[config.mk]
export PLATFORM = sky130hd
export DESIGN_NAME = i2c_isc
export DESIGN_NICKNAME = d
export VERILOG_FILES = /design/src/rtl/i2c_isc_pkg.sv /design/src/rtl/isc_prio_pick.sv /design/src/rtl/isc_out_stage.sv /design/src/rtl/i2c_isc.sv
export SDC_FILE = /design/constraint.sdc
export NUM_CORES = 1
export LEC_CHECK = 0
export BUFFER_PORTS_ARGS = -buffer_cell sky130_fd_sc_hd__buf_4
export CORE_MARGIN = 2
export CORE_UTILIZATION = 32
export DETAILED_ROUTE_END_ITERATION = 8
export PLACE_DENSITY = 0.79
export SYNTH_ARGS = -nofsm -noshare
export SYNTH_HDL_FRONTEND = slang
export SYNTH_HIERARCHICAL = 1
export SYNTH_SLANG_ARGS = --single-unit
export TNS_END_PERCENT = 1
[constraint.sdc]
create_clock -name clk -period 1.7 [get_ports clk]
set_clock_uncertainty 0.2 [all_clocks]
set_input_delay 0.085 -clock clk [delete_from_list [all_inputs] [get_ports clk]]
set_output_delay 0.085 -clock clk [all_outputs]
set_load 0.1 [all_outputs]
[src/rtl/i2c_isc_pkg.sv]
package i2c_isc_pkg;

    localparam int STAT_W  = 16;
    localparam int EN_W    = 6;
    localparam int CODE_W  = $clog2(EN_W + 1);

    localparam logic [7:0]        NEW_REV      = 8'h34;
    localparam logic [STAT_W-1:0] STAT_IMPL    = 16'h8C3F;
    localparam logic [STAT_W-1:0] STAT_W1C     = 16'h0027;
    localparam logic [STAT_W-1:0] STAT_FORCE   = 16'h003F;

    localparam int B_RRDY  = 3;
    localparam int B_XRDY  = 4;
    localparam int B_BUSY  = 12;
    localparam int B_RXDMA = 15;
    localparam int B_TXDMA = 7;
    localparam int B_FORCE = 11;

    typedef enum logic [1:0] {
        SEL_ENABLE   = 2'd0,
        SEL_STATUS   = 2'd1,
        SEL_DMA      = 2'd2,
        SEL_SELFTEST = 2'd3
    } isc_sel_e;

    typedef struct packed {
        logic [STAT_W-1:0] stat;
        logic [EN_W-1:0]   en;
        logic              rx_dma;
        logic              tx_dma;
    } isc_state_t;

    typedef struct packed {
        logic irq;
        logic rx_req;
        logic tx_req;
    } isc_out_t;

endpackage

[src/rtl/isc_prio_pick.sv]
module isc_prio_pick #(
    parameter int N      = 6,
    parameter int CODE_W = $clog2(N + 1)
) (
    input  logic [N-1:0]      req_i,
    output logic              found_o,
    output logic [CODE_W-1:0] code_o
);

    // lowest index wins: scan from the top so the last hit is the lowest
    always_comb begin
        found_o = 1'b0;
        code_o  = '0;
        for (int i = N - 1; i >= 0; i--) begin
            if (req_i[i]) begin
                found_o = 1'b1;
                code_o  = CODE_W'(i + 1);
            end
        end
    end

endmodule

[src/rtl/isc_out_stage.sv]
module isc_out_stage
    import i2c_isc_pkg::*;
(
    input  logic              clk,
    input  logic              rst_n,
    input  logic [STAT_W-1:0] stat_i,
    input  logic [EN_W-1:0]   en_i,
    input  logic              rx_dma_i,
    input  logic              tx_dma_i,
    output logic              irq_o,
    output logic              rx_dreq_o,
    output logic              tx_dreq_o
);

    isc_out_t out_d, out_q;

    always_comb begin
        out_d        = out_q;
        out_d.irq    = |(stat_i[EN_W-1:0] & en_i);
        out_d.rx_req = rx_dma_i && stat_i[B_RRDY];
        out_d.tx_req = tx_dma_i && stat_i[B_XRDY];
    end

    always_ff @(posedge clk) begin
        if (!rst_n) begin
            out_q <= '0;
        end else begin
            out_q <= out_d;
        end
    end

    assign irq_o     = out_q.irq;
    assign rx_dreq_o = out_q.rx_req;
    assign tx_dreq_o = out_q.tx_req;

    p_irq_lag_r1: assert property (@(posedge clk) disable iff (!rst_n)
        1'b1 |=> (irq_o == $past(|(stat_i[EN_W-1:0] & en_i))));

endmodule

[src/rtl/i2c_isc.sv]
module i2c_isc
    import i2c_isc_pkg::*;
#(
    parameter logic [7:0] REVISION = 8'h20
) (
    input  logic              clk,
    input  logic              rst_n,
    input  logic [STAT_W-1:0] evt_set_i,
    input  logic [STAT_W-1:0] evt_clr_i,
    input  logic              wr_en_i,
    input  logic [1:0]        wr_sel_i,
    input  logic [STAT_W-1:0] wr_data_i,
    input  logic              vec_rd_i,
    output logic [CODE_W-1:0] vec_o,
    input  logic              bus_busy_i,
    output logic [STAT_W-1:0] stat_o,
    output logic [EN_W-1:0]   en_o,
    output logic [STAT_W-1:0] dma_o,
    output logic              irq_o,
    output logic              rx_dreq_o,
    output logic              tx_dreq_o
);

    localparam bit NEW_SCHEME = (REVISION >= NEW_REV);
    localparam logic [EN_W-1:0] EN_WMASK =
        NEW_SCHEME ? {EN_W{1'b1}} : {1'b0, {(EN_W-1){1'b1}}};

    isc_state_t        st_d, st_q;
    isc_sel_e          sel;
    logic [CODE_W-1:0] vec_code;
    logic [STAT_W-1:0] vec_clr;
    logic [STAT_W-1:0] clr_all, set_all;

    assign sel = isc_sel_e'(wr_sel_i);

    // vector decode only exists under the legacy scheme
    generate
        if (!NEW_SCHEME) begin : g_legacy_vec
            logic vec_found;
            isc_prio_pick #(.N(EN_W), .CODE_W(CODE_W)) u_pick (
                .req_i   (st_q.stat[EN_W-1:0] & st_q.en),
                .found_o (vec_found),
                .code_o  (vec_code)
            );
            assign vec_clr = vec_found ? (STAT_W'(1) << (vec_code - CODE_W'(1))) : '0;

            p_vec_clear_r5: assert property (@(posedge clk) disable iff (!rst_n)
                (vec_rd_i && vec_code != '0 && evt_set_i == '0) |=>
                (((st_q.stat >> ($past(vec_code) - CODE_W'(1))) & STAT_W'(1)) == '0));
        end else begin : g_new_vec
            assign vec_code = '0;
            assign vec_clr  = '0;

            p_w1c_keeps_ready_r7: assert property (@(posedge clk) disable iff (!rst_n)
                (wr_en_i && wr_sel_i == 2'd1 && evt_clr_i[B_XRDY:B_RRDY] == 2'b00
                 && evt_set_i[B_XRDY:B_RRDY] == 2'b00) |=>
                (st_q.stat[B_XRDY:B_RRDY] == $past(st_q.stat[B_XRDY:B_RRDY])));
        end
    endgenerate

    always_comb begin
        st_d    = st_q;
        clr_all = evt_clr_i;
        set_all = evt_set_i;

        if (vec_rd_i) begin
            clr_all = clr_all | vec_clr;
        end

        if (wr_en_i) begin
            unique case (sel)
                SEL_ENABLE: begin
                    st_d.en = wr_data_i[EN_W-1:0] & EN_WMASK;
                end
                SEL_STATUS: begin
                    if (NEW_SCHEME) begin
                        clr_all = clr_all | (wr_data_i & STAT_W1C);
                    end
                end
                SEL_DMA: begin
                    st_d.rx_dma = wr_data_i[B_RXDMA];
                    st_d.tx_dma = wr_data_i[B_TXDMA];
                    if (wr_data_i[B_RXDMA]) st_d.en[B_RRDY] = 1'b0;
                    if (wr_data_i[B_TXDMA]) st_d.en[B_XRDY] = 1'b0;
                end
                SEL_SELFTEST: begin
                    if (NEW_SCHEME && wr_data_i[B_FORCE]) begin
                        set_all = set_all | STAT_FORCE;
                    end
                end
                default: ;
            endcase
        end

        // set pulses are applied last so they win over any clear
        st_d.stat = ((st_q.stat & ~clr_all) | set_all) & STAT_IMPL;
    end

    always_ff @(posedge clk) begin
        if (!rst_n) begin
            st_q <= '0;
        end else begin
            st_q <= st_d;
        end
    end

    isc_out_stage u_out (
        .clk       (clk),
        .rst_n     (rst_n),
        .stat_i    (st_q.stat),
        .en_i      (st_q.en),
        .rx_dma_i  (st_q.rx_dma),
        .tx_dma_i  (st_q.tx_dma),
        .irq_o     (irq_o),
        .rx_dreq_o (rx_dreq_o),
        .tx_dreq_o (tx_dreq_o)
    );

    always_comb begin
        stat_o         = st_q.stat;
        stat_o[B_BUSY] = bus_busy_i;
    end
    assign en_o  = st_q.en;
    assign dma_o = {st_q.rx_dma, 7'b0, st_q.tx_dma, 7'b0};
    assign vec_o = vec_code;

    p_dma_strip_r4: assert property (@(posedge clk) disable iff (!rst_n)
        (wr_en_i && wr_sel_i == 2'd2 && wr_data_i[B_RXDMA]) |=> !st_q.en[B_RRDY]);

    p_set_wins_r10: assert property (@(posedge clk) disable iff (!rst_n)
        (|evt_set_i) |=>
        ((st_q.stat & $past(evt_set_i & STAT_IMPL)) == $past(evt_set_i & STAT_IMPL)));

    p_unimpl_zero_r2: assert property (@(posedge clk) disable iff (!rst_n)
        1'b1 |=> ((st_q.stat & ~STAT_IMPL) == '0));

    p_dreq_off_r3: assert property (@(posedge clk) disable iff (!rst_n)
        !st_q.rx_dma |=> !rx_dreq_o);

endmodule

==> results of run 1 <==
area by class of cell:
class	instances	area (µm²)
multi-input combinational	100	607
fill	239	997
sequential	19	418
timing repair buffer	108	960
tap	44	55.1
inverter	4	15.0
clock buffer	4	26.3
kinds of logic after synthesis:
family | after synthesis | share of synthesized area, %
compound gates | 30 | 17.6
buf+inv | 28 | 18.3
flops | 19 | 36.7
other cells | 1 | 0.362
simple gates | 46 | 27.0
repair_timing:
action                                  CTS  global route
pin swaps                                 1             0
hold buffers                             41             0
endpoints found under the setup margin    6            10
endpoints found under the hold margin    18             0
resized for setup                        11             6
routing by layer:
layer / track usage, % / vias to the layer above / share of wire [%]
met5: 0 / - / 0
met4: 7.76 / 0 / 2.6
met3: 1.92 / 9 / 4.7
met2: 35.9 / 54 / 54
met1: 22.2 / 562 / 39
li1: - / 600 / -
power by group:
part           switching (W)  internal, W
Clock               0.000137    0.0000911
Combinational       0.000500     0.000200
Sequential         0.0000125     0.000459
state kept, by name (all words and copies together) (netlist names):
register / flops
u_out/tx_dreq_o: 1
stat_o: 9
dma_o: 2
u_out/rx_dreq_o: 1
u_out/irq_o: 1
en_o: 5
worst max-delay path: stages, from the launching register on:
cell     delay [ns]
dfxtp_4        0.35
and2_4         0.15
nor3b_1        0.14
a211o_2        0.31
buf_6          0.14
buf_12         0.16
layout by cell type (no fill, tap or decap), types with 3 or more instances in the layout:
cell type,synthesis,routed
a21oi_1,9,6
and2_4,0,3
and4b_2,3,3
buf_4,22,62
clkbuf_4,0,3
conb_1,1,24
dfxtp_1,19,9
dfxtp_4,0,10
dlygate4sd3_1,0,40
inv_1,4,4
nand2_1,8,8
nand2b_1,4,4
nand3_1,7,7
nor2_1,4,3
nor2b_1,7,6
o21a_1,6,6
o21ai_0,10,9
worst paths after layout:
check / end / slack, ns / cells after the start
max: vec_o[0] / -0.12 / 5
min: dma_o[7] / 0.03 / 4
max reg2reg: stat_o[5] / -0.12 / 6
min reg2reg: dma_o[7] / 0.32 / 2
per-stage QoR:
| step | utilization (%) | area [µm²] |
|---|---|---|
| after global placement | 51.4 | 1580 |
| final | 67.6 | 2080 |
| after global routing | 67.6 | 2080 |
| after floorplan | - | 1200 |
| after detailed placement | 51.4 | 1580 |
| after CTS | 67.0 | 2060 |
==> metrics.md, run 1 <==
| Metric | Value |
|---|---|
| Final min period | 1.82 ns |
| CTS tree | done |
| Vias in the first global route | 1186 |
| MaxCap Viol Count | 0 |
| Pwr Density | 672 nW/µm² |
| Grt ovf | 0 |
| Unique masters post-synth | 26 |
| DP HPWL | 2.01 mm |
| Max Clk Rate | 0.549 GHz |
| Synth top area share | 36.7% |
| Crit path max fanout | 3 |
| Least-Margin Pin Slew | 0.966 ns |
| P_leak | 0.976 nW |
| H-tree levels | 1 |
| Area Overhead vs Synth | 101% |
| Initial core utilization | 33.7% |
| Slew headroom | 35.4% |
| Post-synth EDFFs | 0 |
| Die width | 60.9 µm |
| Final WL | 3.49 mm |
| First-pass GRT wire length | 5.27 mm |
| Final hold vios | 0 |
| Commonest cells in the netlist | buf_4 (22), dfxtp_1 (19), o21ai_0 (10) |
| Initial antenna violation count | 0 |
| Inserted Clock Buffers | 3 |
| Rows | 20 |
| Most frequent cell after synthesis | buf_4 |
| WS Path Type | reg2out |
| Worst slack, placed | -0.0625 ns |
| DR WL/cell | 12.5 µm |
| Via count | 1225 |
| Largest net degree at the start of global routing | 27 |
| Mapped Avg Cell Area | 8.36 µm² |
| Skew-Pair Late Insertion Delay | 0.29 ns |
| Post-synth top area cell | dfxtp_1 |
| GRT Util Overall | 19.2% |
| IO buf count | 52 |
| Final setup viols | 5 |
| Synth Cell Area | 1040 µm² |
| RSZ-0062 raised after global routing | yes |
| HP Start | wr_sel_i[1] |
| CP endpoint kind | primary output |
| DRC | 0 |
| Cells after Synth | 124 |
| RR Startpoint | stat_o[4] |
| Dominant synthesized flop cell | dfxtp_1 |
| Io pins | 99 |
| CP required | 1.41 ns |
| Share of cells above drive strength 1 | 40.9% |
| Synth top area cells | dfxtp_1 (37%), buf_4 (16%), o21ai_0 (4.8%) |
| Seq/Total Area, Yosys | 36.7% |
| Antenna Nets Post-Route | 0 |
| Fin nets | 291 |
| Final WS setup | -0.121 ns |
| Ys async rst share | 0% |
| Fin Setup TNS | -0.348 ns |
| Total chip power | 0.00140 W |
| Min-Delay Path Class | in2reg |
| ANT cells | 0 |
| Final Cycle Share | 107% |
| Core footprint | 3080 µm² |
| Die area | 3710 µm² |
| Number of DRC markers in iteration 0 | 54 |
| Crit. Startpoint | stat_o[4] |
| Placed cells | 234 |
| Non-Filler Instances | 279 |
| Max rail drop VDD | 0.000360 V |
| Die height | 60.9 µm |
| Vias per cell | 4.39 |
| Max Root-Sink Buffers | 2 |
| Crit path launch type | register |
| Clock transition at path regs | 0.10 ns |
| Arr. time, crit path | 1.54 ns |
| Slew Viols, Final | 0 |
| Drt pass-1 iters | 4 |
| Placer Congestion | 0.749 |
| Yosys warns | 6 |
| Run status | finished, violations left |
| Post-synthesis register bit count | 19 |
| Clock Tree Root | clkbuf_4 |
| Setup Fix Bufs, Post-CTS | 0 |
| Clock sink total | 19 |
| Failing checks | setup timing |
| Worst hold slack | 0.0332 ns |
Note: power is estimated with default switching activity, not from simulation.
==> run 2, diff against run 1 <==
Settings changed: PLACE_DENSITY 0.79 to 0.83, SKIP_CTS_REPAIR_TIMING set to 1.
Clock period 1.7 ns to 1.6 ns, I/O delays scaled along.
==> metrics.md, run 2 (synthesis gave the netlist of run 1 again) <==
| Metric | Value |
|---|---|
| Run status | finished, violations left (unchanged) |
| Failing checks | hold timing, setup timing (was setup timing) |
| Final WL | 3.37 mm (was 3.49 mm) |
| Via count | 1229 (was 1225) |
| IO buf count | 52 (unchanged) |
| Io pins | 99 (unchanged) |
| Area Overhead vs Synth | 100% (was 101%) |
| MaxCap Viol Count | 0 (unchanged) |
| Vias per cell | 4.39 (about the same) |
| Worst Reg-to-Reg Cells | 6 (unchanged) |
| Least-Margin Pin Slew | 0.972 ns (was 0.966 ns) |
| Vias in the first global route | 915 (was 1186) |
| Grt ovf | 0 (unchanged) |
| Hold Crit Depth | 3 (was 4) |
| Clock transition at path regs | 0.10 ns (about the same) |
| Worst hold slack | -0.0208 ns (was 0.0332 ns) |
| Most frequent cells in the layout | buf_4 (65), dlygate4sd3_1 (38), conb_1 (24) (was buf_4 (62), dlygate4sd3_1 (40), conb_1 (24)) |
| RSZ-0062 raised after global routing | yes (unchanged) |
| Seq pwr share | 33.6% (was 33.7%) |
| Share of cells above drive strength 1 | 42.8% (was 40.9%) |
| Clock sink total | 19 (unchanged) |
| DP HPWL | 2.15 mm (was 2.01 mm) |
| Clock power share | 16.1% (was 16.3%) |
| Antenna Nets Post-Route | 0 (unchanged) |
| Final Cycle Share | 113% |
| Crit path max fanout | 3 (unchanged) |
| NetSw | 0.000687 W (was 0.000649 W) |
| Clock Tree Root | clkbuf_4 (unchanged) |
| ANT cells | 0 (unchanged) |
| Number of DRC markers in iteration 0 | 29 (was 54) |
| Arr. time, crit path | 1.53 ns (was 1.54 ns) |
| WS Path Type | reg2out (unchanged) |
| GRT Util Overall | 14.6% (was 19.2%) |
| P_leak | 0.979 nW (was 0.976 nW) |
| Core footprint | 3080 µm² (unchanged) |
| Max rail drop VDD | 0.000397 V (was 0.000360 V) |
| Inserted Clock Buffers | 3 (unchanged) |
| Largest net degree at the start of global routing | 27 (unchanged) |
| Max Clk Rate | 0.553 GHz |
| Slew headroom | 35.0% (was 35.4%) |
| Min-Delay Path Class | in2reg (unchanged) |
| Crit path launch type | register (unchanged) |
| Die width | 60.9 µm (unchanged) |
| Pwr Density | 717 nW/µm² (was 672 nW/µm²) |
| DRC | 0 (unchanged) |
| Internal power | 0.000803 W (was 0.000750 W) |
| Initial core utilization | 33.7% (unchanged) |
| Final WS setup | -0.209 ns (was -0.121 ns) |
| Final hold vios | 4 (was 0) |
| CP endpoint kind | primary output (unchanged) |
| Final min period | 1.81 ns |
| Final setup viols | 8 (was 5) |
| Rows | 20 (unchanged) |
| H-tree levels | 1 (unchanged) |
| Switching Share | 46.1% (was 46.4%) |
| Die height | 60.9 µm (unchanged) |
| Initial antenna violation count | 0 (unchanged) |
| First-pass GRT wire length | 4.01 mm (was 5.27 mm) |
| Most common cell after layout, fill and taps aside | buf_4 (unchanged) |
| Skew-Pair Late Insertion Delay | 0.29 ns (about the same) |
| CP required | 1.32 ns (was 1.41 ns) |
| Slew Viols, Final | 0 (unchanged) |
| Max Root-Sink Buffers | 2 (unchanged) |
| Worst slack, placed | -0.149 ns (was -0.0625 ns) |
| Drt pass-1 iters | 4 (unchanged) |
| Final Util | 67.5% (was 67.6%) |
| CTS tree | done (unchanged) |
| Placer Congestion | 0.847 (was 0.749) |
| Logic pwr share | 50.3% (was 50.0%) |
| Fin nets | 292 (was 291) |
| DR WL/cell | 12.0 µm (was 12.5 µm) |
| Total chip power | 0.00149 W (was 0.00140 W) |
| Max reg flops | 9 (unchanged) |
| Die area | 3710 µm² (unchanged) |
-- run 2: final timing paths --
kind                   from   endpoint  slack [ns]
hold reg to reg   dma_o[15]  dma_o[15]        0.29
setup reg to reg  stat_o[4]  stat_o[5]       -0.17
setup / recovery  stat_o[4]   vec_o[0]       -0.21
hold / removal      wr_en_i  dma_o[15]       -0.02
-- run 2: power by group through the flow --
stage	clock, W	combinational, W	sequential (W)
2_1_floorplan	0	0.000371	0.000680
3_3_place_gp	0	0.000636	0.000509
3_5_place_dp	0	0.000640	0.000511
4_1_cts	0.000245	0.000640	0.000500
5_1_grt	0.000272	0.000776	0.000503
6_report	0.000240	0.000749	0.000501
-- run 2: metrics by stage --
step,instance area (µm²),std cells,hold slack [ns],TNS [ns]
after floorplan,1200,147,-0.0107,-3.77
after global placement,1600,236,-0.0393,-0.252
after detailed placement,1600,236,-0.0393,-0.324
after CTS,1620,240,-0.220,-1.17
after global routing,2080,280,0.0236,-1.44
final,2080,280,-0.0208,-0.957
-- run 2: final cells by class --
| cell class | count | area, µm² |
|---|---|---|
| Clock buffer | 4 | 26.3 |
| Fill cell | 239 | 1000 |
| Inverter | 4 | 15.0 |
| Multi-Input combinational cell | 100 | 602 |
| Sequential cell | 19 | 418 |
| Tap cell | 44 | 55.1 |
| Timing Repair Buffer | 109 | 962 |
-- run 2: worst max-delay path, cell delays in order, from the launching register on --
cell and delay [ns]:
dfxtp_4 0.35, and2_4 0.15, nor3b_1 0.13, a211o_2 0.32, buf_6 0.13, buf_12 0.15
-- run 2: per-layer routing --
metal | GRT usage [%] | share of wire [%] | up-vias | wire length (µm)
met5 | 0 | 0 | - | 0
met4 | 5.59 | 1.5 | 0 | 50
met3 | 2.13 | 4.3 | 4 | 144
met2 | 24.6 | 53 | 51 | 1800
met1 | 18.8 | 41 | 569 | 1380
li1 | - | - | 605 | -
==> run 3, diff against run 2 <==
Settings changed: CORE_UTILIZATION 32 to 34, CTS_BUF_LIST set to sky130_fd_sc_hd__clkbuf_8, PLACE_DENSITY 0.83 to 0.87.
==> metrics.md, run 3 (synthesis gave the netlist of run 1 again) <==
| Metric | Value |
|---|---|
| Final min period | 1.82 ns (was 1.81 ns) |
| Filler cells | 230 (was 239) |
| Final WL | 3.29 mm (was 3.37 mm) |
| Seq pwr share | 32.1% (was 33.6%) |
| Most common cell after layout, fill and taps aside | buf_4 (unchanged) |
| Grt ovf | 0 (unchanged) |
| Placer Congestion | 0.797 (was 0.847) |
| Switching Share | 45.2% (was 46.1%) |
| H-tree levels | 1 (unchanged) |
| Largest net degree at the start of global routing | 27 (unchanged) |
| Internal power | 0.000856 W (was 0.000803 W) |
| P_leak | 0.947 nW (was 0.979 nW) |
| Die area | 3510 µm² (was 3710 µm²) |
| Antenna Nets Post-Route | 0 (unchanged) |
| Most frequent cells in the layout | buf_4 (66), dlygate4sd3_1 (27), conb_1 (24) (was buf_4 (65), dlygate4sd3_1 (38), conb_1 (24)) |
| ANT cells | 0 (unchanged) |
| Die width | 59.2 µm (was 60.9 µm) |
| Vias per cell | 4.54 (was 4.39) |
| Least-Margin Pin Slew | 0.967 ns (was 0.972 ns) |
| DR WL/cell | 12.8 µm (was 12.0 µm) |
| NetSw | 0.000705 W (was 0.000687 W) |
| Pwr Density | 794 nW/µm² (was 717 nW/µm²) |
| Post-Place Cell Area | 1590 µm² (was 1600 µm²) |
| HP Start | wr_sel_i[0] (was wr_en_i) |
| Clock transition at path regs | 0.07 ns (was 0.10 ns) |
| Initial core utilization | 34.8% (was 33.7%) |
| Max Root-Sink Buffers | 2 (unchanged) |
| Slew headroom | 35.3% (was 35.0%) |
| Final setup viols | 8 (unchanged) |
| Crit path launch type | register (unchanged) |
| Arr. time, crit path | 1.78 ns (was 1.53 ns) |
| Worst hold slack | -0.0474 ns (was -0.0208 ns) |
| Clock power share | 21.5% (was 16.1%) |
| Crit path largest cell delay | 0.34 ns (was 0.35 ns) |
| DP HPWL | 2.11 mm (was 2.15 mm) |
| GRT Util Overall | 15.1% (was 14.6%) |
| Vias in the first global route | 893 (was 915) |
| Core footprint | 2980 µm² (was 3080 µm²) |
| Clock Tree Root | clkbuf_8 (was clkbuf_4) |
| Worst-path cell chain | and2_4 -> nor3b_1 -> a211o_2 -> and4b_2 -> a21oi_1 -> o21a_1 (was and2_4 -> nor3b_1 -> a211o_2 -> buf_6 -> buf_12) |
| Run status | finished, violations left (unchanged) |
| Design Area, Final | 1970 µm² (was 2080 µm²) |
| Number of DRC markers in iteration 0 | 30 (was 29) |
| Final Cycle Share | 114% (was 113%) |
| Inserted Clock Buffers | 3 (unchanged) |
| Final WS setup | -0.224 ns (was -0.209 ns) |
| Slew Viols, Final | 0 (unchanged) |
| Worst path top cell family by delay | compound AO/OA/AOI/OAI gates (was flip-flops) |
| Worst path slowest cell | dfxtp_4 (unchanged) |
| Multi-input logic area | 609 µm² (was 602 µm²) |
| Max rail drop VDD | 0.000381 V (was 0.000397 V) |
| CTS tree | done (unchanged) |
| Reg-to-reg endpoint | stat_o[5] (unchanged) |
| Io pins | 99 (unchanged) |
| Final Util | 66.0% (was 67.5%) |
| Register area | 418 µm² (unchanged) |
| Worst reg2reg setup slack | -0.22 ns (was -0.17 ns) |
| Fin nets | 280 (was 292) |
| Max Clk Rate | 0.548 GHz (was 0.553 GHz) |
| MaxCap Viol Count | 0 (unchanged) |
| RR Startpoint | stat_o[4] (unchanged) |
| DRC | 0 (unchanged) |
| Final hold vios | 8 (was 4) |
| Min-Delay Path Class | in2reg (unchanged) |
| Rows | 20 (unchanged) |
| Logic pwr share | 46.4% (was 50.3%) |
| Hold Crit Depth | 4 (was 3) |
| Failing checks | hold timing, setup timing (unchanged) |
| Hold endpoint | en_o[0] (was dma_o[15]) |
| Via count | 1167 (was 1229) |
| IO buf count | 52 (unchanged) |
| Worst Reg-to-Reg Cells | 6 (unchanged) |
| CP required | 1.56 ns (was 1.32 ns) |
| Max reg flops | 9 (unchanged) |
| First-pass GRT wire length | 3.92 mm (was 4.01 mm) |
| Area Overhead vs Synth | 89.5% (was 100%) |
| Initial antenna violation count | 0 (unchanged) |
| Crit path max fanout | 3 (unchanged) |
| RSZ-0062 raised after global routing | yes (unchanged) |
| Buf/Inv on CP | 0 (was 2) |
| WS Path Type | reg2reg (was reg2out) |
| Skew-Pair Late Insertion Delay | 0.26 ns (was 0.29 ns) |
| CP endpoint kind | register (was primary output) |
| Drt pass-1 iters | 4 (unchanged) |
| Die height | 59.2 µm (was 60.9 µm) |
| Share of cells above drive strength 1 | 45.1% (was 42.8%) |
| Clock sink total | 19 (unchanged) |
run 3: per-stage QoR:
stage	setup slack [ns]	TNS, ns	total power, W	instances
after floorplan	-0.699	-3.77	0.00105	147
after global placement	-0.106	-0.289	0.00114	226
after detailed placement	-0.140	-0.375	0.00115	226
after CTS	-0.248	-1.09	0.00148	230
after global routing	-0.285	-1.33	0.00160	257
final	-0.224	-0.893	0.00156	257
run 3: metal layers:
metal	global-route usage (%)	wire [µm]	vias to the layer above
li1	-	-	580
met2	23.5	1680	54
met4	8.77	87	0
met3	1.53	207	9
met5	0	0	-
met1	20.1	1320	524
run 3: power by group through the flow:
stage | clock network [W] | logic, W | registers (W)
6_report | 0.000335 | 0.000725 | 0.000501
3_5_place_dp | 0 | 0.000637 | 0.000511
3_3_place_gp | 0 | 0.000634 | 0.000510
2_1_floorplan | 0 | 0.000371 | 0.000680
5_1_grt | 0.000348 | 0.000752 | 0.000503
4_1_cts | 0.000337 | 0.000638 | 0.000501
run 3: worst max path at each step:
| stage | end | startpoint | cells past startpoint | slack (ns) |
|---|---|---|---|---|
| floorplan | stat_o[5] | stat_o[1] | 6 | -0.70 |
| global placement | stat_o[5] | stat_o[4] | 6 | -0.11 |
| detailed placement | stat_o[5] | stat_o[4] | 6 | -0.14 |
| CTS | vec_o[0] | stat_o[4] | 5 | -0.25 |
| global route | stat_o[5] | stat_o[4] | 7 | -0.28 |
| finish | stat_o[5] | stat_o[4] | 6 | -0.22 |
run 3: final cells by class:
cell class / count / area share (%)
well taps: 33 / 2.10
clock buffers: 3 / 2.10
repair buffers: 97 / 42.6
inverters: 4 / 0.764
flip-flops and latches: 19 / 21.3
clock inverters: 1 / 0.191
multi-input cells: 100 / 31.0
run 3: worst register-to-register path, delay by kind of cell (launching register included):
| family | cells | cell delay (ns) |
|---|---|---|
| AOI/OAI and AO/OA | 3 | 0.59 |
| DFF | 1 | 0.34 |
| and+or+nand+nor | 3 | 0.58 |
